## src/rtl/afl_pkg.sv

```systemverilog
package afl_pkg;

    typedef enum logic [1:0] {
        RX_IDLE,
        RX_ADDR,
        RX_SKIP
    } rx_state_t;

    typedef enum logic {
        LD_IDLE,
        LD_FILL
    } ld_state_t;

endpackage

```

## src/rtl/afl_setup_loader.sv

```systemverilog
module afl_setup_loader
    import afl_pkg::*;
#(
    parameter int N_ENT  = 16,
    parameter int WPE    = 3,
    parameter int WORD_W = 32
) (
    input  logic                         clk,
    input  logic                         rst_n,
    input  logic [WORD_W-1:0]            setup_word_i,
    input  logic                         setup_valid_i,
    output logic [N_ENT*WPE*WORD_W/2-1:0] shadow_o,
    output logic                         commit_o
);

    localparam int HALF_W = WORD_W / 2;
    localparam int AW     = WPE * HALF_W;
    localparam int ENT_W  = (N_ENT > 1) ? $clog2(N_ENT) : 1;
    localparam int PART_W = (WPE > 1) ? $clog2(WPE) : 1;

    ld_state_t         ld_q, ld_d;
    logic [ENT_W-1:0]  ent_q, ent_d;
    logic [PART_W-1:0] part_q, part_d;
    logic [AW-1:0]     shadow_q [N_ENT];
    logic              commit_q;
    logic              last_word;
    logic              unused_hi;

    // Upper half of every setup word carries no address bytes.
    assign unused_hi = ^setup_word_i[WORD_W-1:HALF_W];

    assign last_word = setup_valid_i
                    && (ent_q == ENT_W'(N_ENT - 1))
                    && (part_q == PART_W'(WPE - 1));

    // Next-state and word-position logic
    always_comb begin
        ld_d   = ld_q;
        ent_d  = ent_q;
        part_d = part_q;
        unique case (ld_q)
            LD_IDLE: begin
                if (setup_valid_i && !last_word) begin
                    ld_d = LD_FILL;
                end
            end
            LD_FILL: begin
                if (last_word) begin
                    ld_d = LD_IDLE;
                end
            end
            default: ld_d = LD_IDLE;
        endcase
        if (setup_valid_i) begin
            if (last_word) begin
                ent_d  = '0;
                part_d = '0;
            end else if (part_q == PART_W'(WPE - 1)) begin
                part_d = '0;
                ent_d  = ent_q + 1'b1;
            end else begin
                part_d = part_q + 1'b1;
            end
        end
    end

    // State register
    always_ff @(posedge clk) begin
        if (!rst_n) begin
            ld_q   <= LD_IDLE;
            ent_q  <= '0;
            part_q <= '0;
        end else begin
            ld_q   <= ld_d;
            ent_q  <= ent_d;
            part_q <= part_d;
        end
    end

    // Outputs: shadow table contents and commit pulse
    always_ff @(posedge clk) begin
        if (!rst_n) begin
            commit_q <= 1'b0;
            for (int e = 0; e < N_ENT; e++) begin
                shadow_q[e] <= '0;
            end
        end else begin
            commit_q <= last_word;
            if (setup_valid_i) begin
                shadow_q[ent_q][part_q*HALF_W +: HALF_W] <= setup_word_i[HALF_W-1:0];
            end
        end
    end

    assign commit_o = commit_q;

    for (genvar e = 0; e < N_ENT; e++) begin : g_flat
        assign shadow_o[e*AW +: AW] = shadow_q[e];
    end

endmodule

```

## src/rtl/afl_match_table.sv

```systemverilog
module afl_match_table #(
    parameter int N_ENT = 16,
    parameter int AW    = 48
) (
    input  logic                clk,
    input  logic                rst_n,
    input  logic                commit_i,
    input  logic [N_ENT*AW-1:0] shadow_i,
    input  logic [AW-1:0]       probe_i,
    output logic                hit_o
);

    logic [AW-1:0]    active_q [N_ENT];
    logic             loaded_q;
    logic [N_ENT-1:0] hit_vec;

    // Active table is replaced as a whole on commit
    always_ff @(posedge clk) begin
        if (!rst_n) begin
            loaded_q <= 1'b0;
            for (int e = 0; e < N_ENT; e++) begin
                active_q[e] <= '0;
            end
        end else if (commit_i) begin
            loaded_q <= 1'b1;
            for (int e = 0; e < N_ENT; e++) begin
                active_q[e] <= shadow_i[e*AW +: AW];
            end
        end
    end

    for (genvar e = 0; e < N_ENT; e++) begin : g_cmp
        assign hit_vec[e] = loaded_q && (active_q[e] == probe_i);
    end

    assign hit_o = |hit_vec;

endmodule

```

## src/rtl/afl_filter.sv

```systemverilog
module afl_filter
    import afl_pkg::*;
#(
    parameter int N_ENT      = 16,
    parameter int WPE        = 3,
    parameter int WORD_W     = 32,
    parameter int ADDR_BYTES = 6
) (
    input  logic              clk,
    input  logic              rst_n,
    input  logic [WORD_W-1:0] setup_word,
    input  logic              setup_valid,
    input  logic [7:0]        rx_byte,
    input  logic              rx_valid,
    input  logic              rx_sof,
    input  logic              promisc_en,
    output logic              frame_accept,
    output logic              frame_reject
);

    localparam int HALF_W = WORD_W / 2;
    localparam int AW     = WPE * HALF_W;
    localparam int CNT_W  = $clog2(ADDR_BYTES);
    localparam int LAST   = ADDR_BYTES - 1;

    rx_state_t        rx_q, rx_d;
    logic [CNT_W-1:0] cnt_q;
    logic [7:0]       hold_q [LAST];
    logic [AW-1:0]    probe;
    logic [N_ENT*AW-1:0] shadow;
    logic             commit;
    logic             hit;
    logic             sof_ev, last_ev, short_ev, store_ev;
    logic             accept_q, reject_q;

    afl_setup_loader #(
        .N_ENT (N_ENT),
        .WPE   (WPE),
        .WORD_W(WORD_W)
    ) loader_i (
        .clk          (clk),
        .rst_n        (rst_n),
        .setup_word_i (setup_word),
        .setup_valid_i(setup_valid),
        .shadow_o     (shadow),
        .commit_o     (commit)
    );

    afl_match_table #(
        .N_ENT(N_ENT),
        .AW   (AW)
    ) table_i (
        .clk     (clk),
        .rst_n   (rst_n),
        .commit_i(commit),
        .shadow_i(shadow),
        .probe_i (probe),
        .hit_o   (hit)
    );

    // Destination address: held bytes plus the live sixth byte
    for (genvar k = 0; k < LAST; k++) begin : g_probe
        assign probe[8*k +: 8] = hold_q[k];
    end
    assign probe[8*LAST +: 8] = rx_byte;

    assign sof_ev   = rx_valid && rx_sof;
    assign last_ev  = rx_valid && !rx_sof && (rx_q == RX_ADDR) && (cnt_q == CNT_W'(LAST));
    assign store_ev = rx_valid && !rx_sof && (rx_q == RX_ADDR) && (cnt_q != CNT_W'(LAST));
    assign short_ev = sof_ev && (rx_q == RX_ADDR);

    // Next-state logic
    always_comb begin
        rx_d = rx_q;
        unique case (rx_q)
            RX_IDLE: if (sof_ev) rx_d = RX_ADDR;
            RX_ADDR: begin
                if (sof_ev) begin
                    rx_d = RX_ADDR;
                end else if (last_ev) begin
                    rx_d = RX_SKIP;
                end
            end
            RX_SKIP: if (sof_ev) rx_d = RX_ADDR;
            default: rx_d = RX_IDLE;
        endcase
    end

    // State register
    always_ff @(posedge clk) begin
        if (!rst_n) begin
            rx_q <= RX_IDLE;
        end else begin
            rx_q <= rx_d;
        end
    end

    // Address byte collection
    always_ff @(posedge clk) begin
        if (!rst_n) begin
            cnt_q <= '0;
            for (int k = 0; k < LAST; k++) begin
                hold_q[k] <= '0;
            end
        end else if (sof_ev) begin
            hold_q[0] <= rx_byte;
            cnt_q     <= CNT_W'(1);
        end else if (store_ev) begin
            hold_q[cnt_q] <= rx_byte;
            cnt_q         <= cnt_q + 1'b1;
        end
    end

    // Decision outputs
    always_ff @(posedge clk) begin
        if (!rst_n) begin
            accept_q <= 1'b0;
            reject_q <= 1'b0;
        end else begin
            accept_q <= last_ev && (promisc_en || hit);
            reject_q <= short_ev || (last_ev && !promisc_en && !hit);
        end
    end

    assign frame_accept = accept_q;
    assign frame_reject = reject_q;

endmodule

```

## config.mk

```make
export PLATFORM = sky130hd
export DESIGN_NAME = afl_filter
export DESIGN_NICKNAME = d
export VERILOG_FILES = /design/src/rtl/afl_pkg.sv /design/src/rtl/afl_setup_loader.sv /design/src/rtl/afl_match_table.sv /design/src/rtl/afl_filter.sv
export SDC_FILE = /design/constraint.sdc
export NUM_CORES = 2
export LEC_CHECK = 0
export ABC_AREA = 1
export BUFFER_PORTS_ARGS = -buffer_cell sky130_fd_sc_hd__buf_2
export CELL_PAD_IN_SITES_DETAIL_PLACEMENT = 0
export CELL_PAD_IN_SITES_GLOBAL_PLACEMENT = 1
export CORE_ASPECT_RATIO = 0.9
export CORE_MARGIN = 1.5
export CORE_UTILIZATION = 30
export CTS_BUF_LIST = sky130_fd_sc_hd__clkbuf_4 sky130_fd_sc_hd__clkbuf_8
export CTS_CLUSTER_DIAMETER = 40
export CTS_CLUSTER_SIZE = 8
export DETAILED_ROUTE_END_ITERATION = 10
export PLACE_DENSITY_LB_ADDON = 0.1
export SETUP_SLACK_MARGIN = 0.3
export SLEW_MARGIN = 15
export SYNTH_ARGS = -nofsm -noshare
export SYNTH_HDL_FRONTEND = slang
export SYNTH_SLANG_ARGS = --single-unit
```

## constraint.sdc

```tcl
create_clock -name clk -period 15.8 [get_ports clk]
set_input_delay 2.37 -clock clk [delete_from_list [all_inputs] [get_ports clk]]
set_output_delay 2.37 -clock clk [all_outputs]
set_load 0.02 [all_outputs]
```

# [Yosys cells after proc, flatten, opt, wreduce, memory -nomap -nowiden]
# Memories as Yosys holds them, arrays and structs flattened.
# Cells that the tools add are included.
[word_totals] n_memories=3 register_bits=15 elab_cells=149 ram_bits=1576 inputBits=46 out_inout_bits=2
[op_classes] shift=2 bitwise_logic=18 n_mux=47 n_eq_ne=24 add_sub_neg=4 n_reduce_logical=42
[memory_table] name="loader_i.shadow_q" words=16 word_bits=48 read_ports=16 rd_clocked_by_memory_dff=0 write_ports=16 line="afl_setup_loader.sv:24" source="logic [AW-1:0] shadow_q [N_ENT];"
[memory_table] name="table_i.active_q" words=16 word_bits=48 read_ports=16 rd_clocked_by_memory_dff=0 write_ports=16 line="afl_match_table.sv:13" source="logic [AW-1:0] active_q [N_ENT];"
[memory_table] name="hold_q" words=5 word_bits=8 read_ports=5 rd_clocked_by_memory_dff=0 write_ports=5 line="afl_filter.sv:28" source="logic [7:0] hold_q [LAST];"
[ops] cell="48-bit 2-to-1 mux" n=19
[ops] cell="48-bit == test" n=16
[ops] cell="48-bit OR reduction" n=1
[ops] cell="16-bit by 34-bit variable shift with 48-bit output (first input constant)" n=1
[ops] cell="16-bit by 34-bit indexed part select with 48-bit output" n=1
[ops] cell="6-bit negator with 34-bit output" n=1
[ops] cell="1-bit logical AND" n=27
[ops] cell="1-bit bitwise OR" n=17
[ops] cell="1-bit 2-to-1 mux" n=16
[ops] cell="8-bit 2-to-1 mux" n=2
[ops] cell="16-bit OR reduction" n=1
[ops] cell="4-bit 2-to-1 mux" n=3
[ops] cell="2-bit 2-to-1 mux" n=5
[ops] cell="8-bit OR reduction" n=1
[ops] cell="3-bit inequality test (second input constant)" n=2
[ops] cell="4-bit by 1-bit adder with 4-bit output (second input constant)" n=1
[ops] cell="2-bit == test (second input constant)" n=2
[ops] cell="4-bit == test (second input constant)" n=1
[ops] cell="2-bit one-hot mux with 2 select lines" n=1
[ops] cell="2-bit AND reduction" n=2
[ops] cell="2-bit nonzero test" n=2
[ops] cell="2-bit OR reduction" n=2
[ops] cell="3-bit by 1-bit adder with 3-bit output (second input constant)" n=1
[ops] cell="3-bit == test (second input constant)" n=1
[ops] cell="8 further kinds" n=11

# [Logic depth before layout (Yosys ltp)]
[depth] word_depth=10 depth_mapped=17

# [Cells and area by module]
# From an unflattened synthesis, not the netlist that was laid out.
[unflattened] cells_unflattened=6522 area_unflattened_um2=71089.4
[modules_own_cells] mod="afl_match_table" area_each_um2=40700.3 instances=1 cells_per_inst=4257
[modules_own_cells] mod="afl_setup_loader" area_each_um2=28556.1 instances=1 cells_per_inst=2110
[modules_own_cells] mod="afl_filter" area_each_um2=1833.0 instances=1 cells_per_inst=155

# [Worst setup path before layout]
# No wires, ideal clock.
[synth_path] kind="in2reg" from="input rst_n" to="memory table_i.active_q[0][0], enable pin" path_slack_ns=3.137 stages=3 arrival_time_ns=11.839 n_path_buf=1 setup_time_ns=0.824 cell_sequence="buf_2 > clkinv_1 > or2_2"
[synth_lines] element="start: declaration" line="afl_filter.sv:10" source="input logic rst_n,"
[synth_lines] element="end: declaration" line="afl_match_table.sv:13"

==> results.yml <==
placed_design:
  place_area_sq_mm: 0.0741
  gp_congestion: 0.786
  port_buffers: 31
  dp_hpwl_mm: 123
detailed_routing:
  vias_per_cell: 4.18
  postRouteAntennaNets: 0
  drc: 0
  drt-total-wl_mm: 205
  vias: 42923
  drt_iter0_markers: 2811
  first_pass_iters: 5
  wl_per_cell_microns: 19.9
synthesis:
  synthTopCellsByCount: "nor2_1, edfxtp_1, nand2_1"
  synth-adder-area-share_pct: 0.195
  yosys.area_share.simple_pct: 17.6
  synthMuxAreaShare_pct: 0
  ys_top_cells_by_area: "edfxtp_1, nor2_1, nand2_1"
  synth-compound-area-share_pct: 0.160
  ys.flop_type: "edfxtp_1"
  syn_avg_cell_area_sq_um: 10.4
  synth_edf_count: 1576
  synth-seq-cells: 1591
  synth_most_common_cell: "nor2_1"
  synth_area_leader_cell: "edfxtp_1"
  synth.net_count: 6825
  synth.distinct_cells: 36
  ys_seq_area_share_pct: 67.5
  yosysWarnings: 0
  synthXorXnorAreaFrac_pct: 6.52
  synthCells: 6768
  async_flop_share_pct: 0
  synth_top_cell_area_share_pct: 67.1
  netlist_area_sq_mm: 0.0706
  synth_top_family_by_area: "simple AND/OR/NAND/NOR gates"
final_layout:
  fin_area_sq_mm: 0.0812
  seqCellArea_sq_mm: 0.0476
  multiInputGateArea_sq_mm: 0.0173
  fill_cells: 23290
  nets: 7042
  syn2layout_area_growth_pct: 15.0
  layout-drive-gt1-share_pct: 10.4
  finish.utilization_pct: 34.8
sta:
  worst_pin_slew_ps: 1210
  tns_ps: 0
  slew_viol_final: 0
  finClkSkew_ps: 91.0
  slew_headroom_pct: 19.1
  fmax_mhz: 177
  final_hold_viol_count: 0
  setup_viol: 0
  post-route-period-util_pct: 35.7
  layout_min_cycle_time_ps: 5640
  holdWs_ps: 460
  rsz0062_at_grt: "no"
floorplan:
  start_util_pct: 30.2
  dieWidth_microns: 514
  dieArea_sq_mm: 0.238
  die-height_microns: 463
  io_pins: 48
  core-area_sq_mm: 0.233
  fp-row-count: 168
clock_network:
  cts_tree: "built"
  cts_hold_buf: 0
  cts.sinks: 1591
  cts_setup_buffers: 0
  clkLatencyLatePin_ps: 1020
  root_buffer: "clkbuf_8"
  path_clk_slew_ps: 60
  htree_levels: 5
  numCtsBuffers: 330
  cts_resized: 0
  clockBufferDepth: 4
global_routing:
  grt_max_degree: 132
  grt_pass1_vias: 41018
  antenna_found_initial: 11
  grt_pass1_wl_mm: 290
  grt-ovfl-total: 0
  grt_use_total_pct: 17.1
setup_path:
  cp_cell_sequence: "buf_8 -> clkinv_1 -> buf_4 -> or2_4 -> buf_4 -> buf_4 -> buf_12"
  required_ps: 16360
  slowest_delay_ps: 850
  critPathCaptureType: "flip-flop"
  worst_path_most_repeated_cell: "buf_4"
  cpLargestDelayFamily: "buffers and inverters"
  crit_fanout: 131
  critPathKind: "in -> reg"
  critPathSlowestCell: "buf_4"
  critical_path_buf_inv_count: 6
  critical_path_arrival_ps: 6200
  cp-start-kind: "input port"
pwr:
  peakVddDrop_mv: 0.0862
  power_density_mw_per_mm2: 125
  leakage_nw: 33.7
job:
  maxCapViolations: 0
min_path:
  min_path_type: "reg -> reg"
outcome:
  outcome: "finished, final reports clean"
cell type report:
class	count	area share [%]
inverters	1072	4.96
flip-flops and latches	1591	58.7
clock buffers	390	6.21
diodes	4	0.0123
multi-input cells	3806	21.3
clock inverters	173	2.49
well taps	3060	4.72
repair buffers	184	1.63
stage by stage:
step | std cells | total power [mW] | setup slack [ps]
final | 10280 | 10.1 | 10160
after global routing | 10279 | 10.5 | 9960
after CTS | 10276 | 10.3 | 10170
after detailed placement | 9713 | 5.49 | 9040
after global placement | 9713 | 5.49 | 9050
after floorplan | 6768 | 5.31 | 3140
state kept, by name, summed over array words and instances, names as in the netlist:
register,count
hold_q,40
table_i.active_q,768
cnt_q,3
rx_q,2
table_i.loaded_q,1
loader_i.shadow_q,768
loader_i.ent_q,4
loader_i.part_q,2
frame_reject,1
frame_accept,1
loader_i.commit_o,1
per-layer routing:
metal | track usage, % | vias to the layer above | part of all wire (%)
met4 | 6.25 | 6 | 3.5
met3 | 3.20 | 379 | 4.7
met2 | 28.0 | 870 | 47
li1 | - | 21368 | -
met5 | 0 | - | 0.020
met1 | 22.5 | 20300 | 45
worst paths after layout:
kind,start,end,slack [ps],depth (start not counted)
hold reg to reg,loader_i.shadow_q[12][16],table_i.active_q[0][592],460,2
setup reg to reg,loader_i.commit_o,table_i.active_q[0][232],11840,4
setup / recovery,rst_n,table_i.active_q[0][232],10160,7
hold / removal,loader_i.shadow_q[12][16],table_i.active_q[0][592],460,2
power breakdown:
| part | switching [mW] | internal, mW |
|---|---|---|
| combinational | 0.403 | 0.137 |
| clock | 1.92 | 2.83 |
| sequential | 0.0561 | 4.79 |
layout by cell type (no fill, tap or decap), types with 4 or more instances in the layout:
cell,count
clkinv_4,15
ha_1,11
xnor2_1,186
dfxtp_1,15
clkinv_1,43
buf_2,30
bufinv_16,43
nor2_2,10
a21oi_1,10
clkinvlp_4,22
buf_4,152
nor3_1,26
xor2_1,339
clkbuf_8,338
inv_1,1057
edfxtp_1,1576
nand3_1,45
clkbuf_4,52
or2_2,8
or2_0,18
o21ai_0,4
clkinv_2,48
inv_2,13
nor2_1,1722
diode_2,4
nand2_1,1406
logic make-up after synthesis:
logic type / Yosys count
AOI/OAI and AO/OA: 19
xor gates and xnor gates: 525
adders and majority gates: 11
buffers and inverters: 1371
DFF: 1591
and+or+nand+nor: 3251
worst reg2reg max path: stages, from the launching register on:
cell and delay, ps:
dfxtp_1 370, or2_4 590, buf_4 820, buf_4 940, buf_12 560
Power figures use the tool's default switching activity.
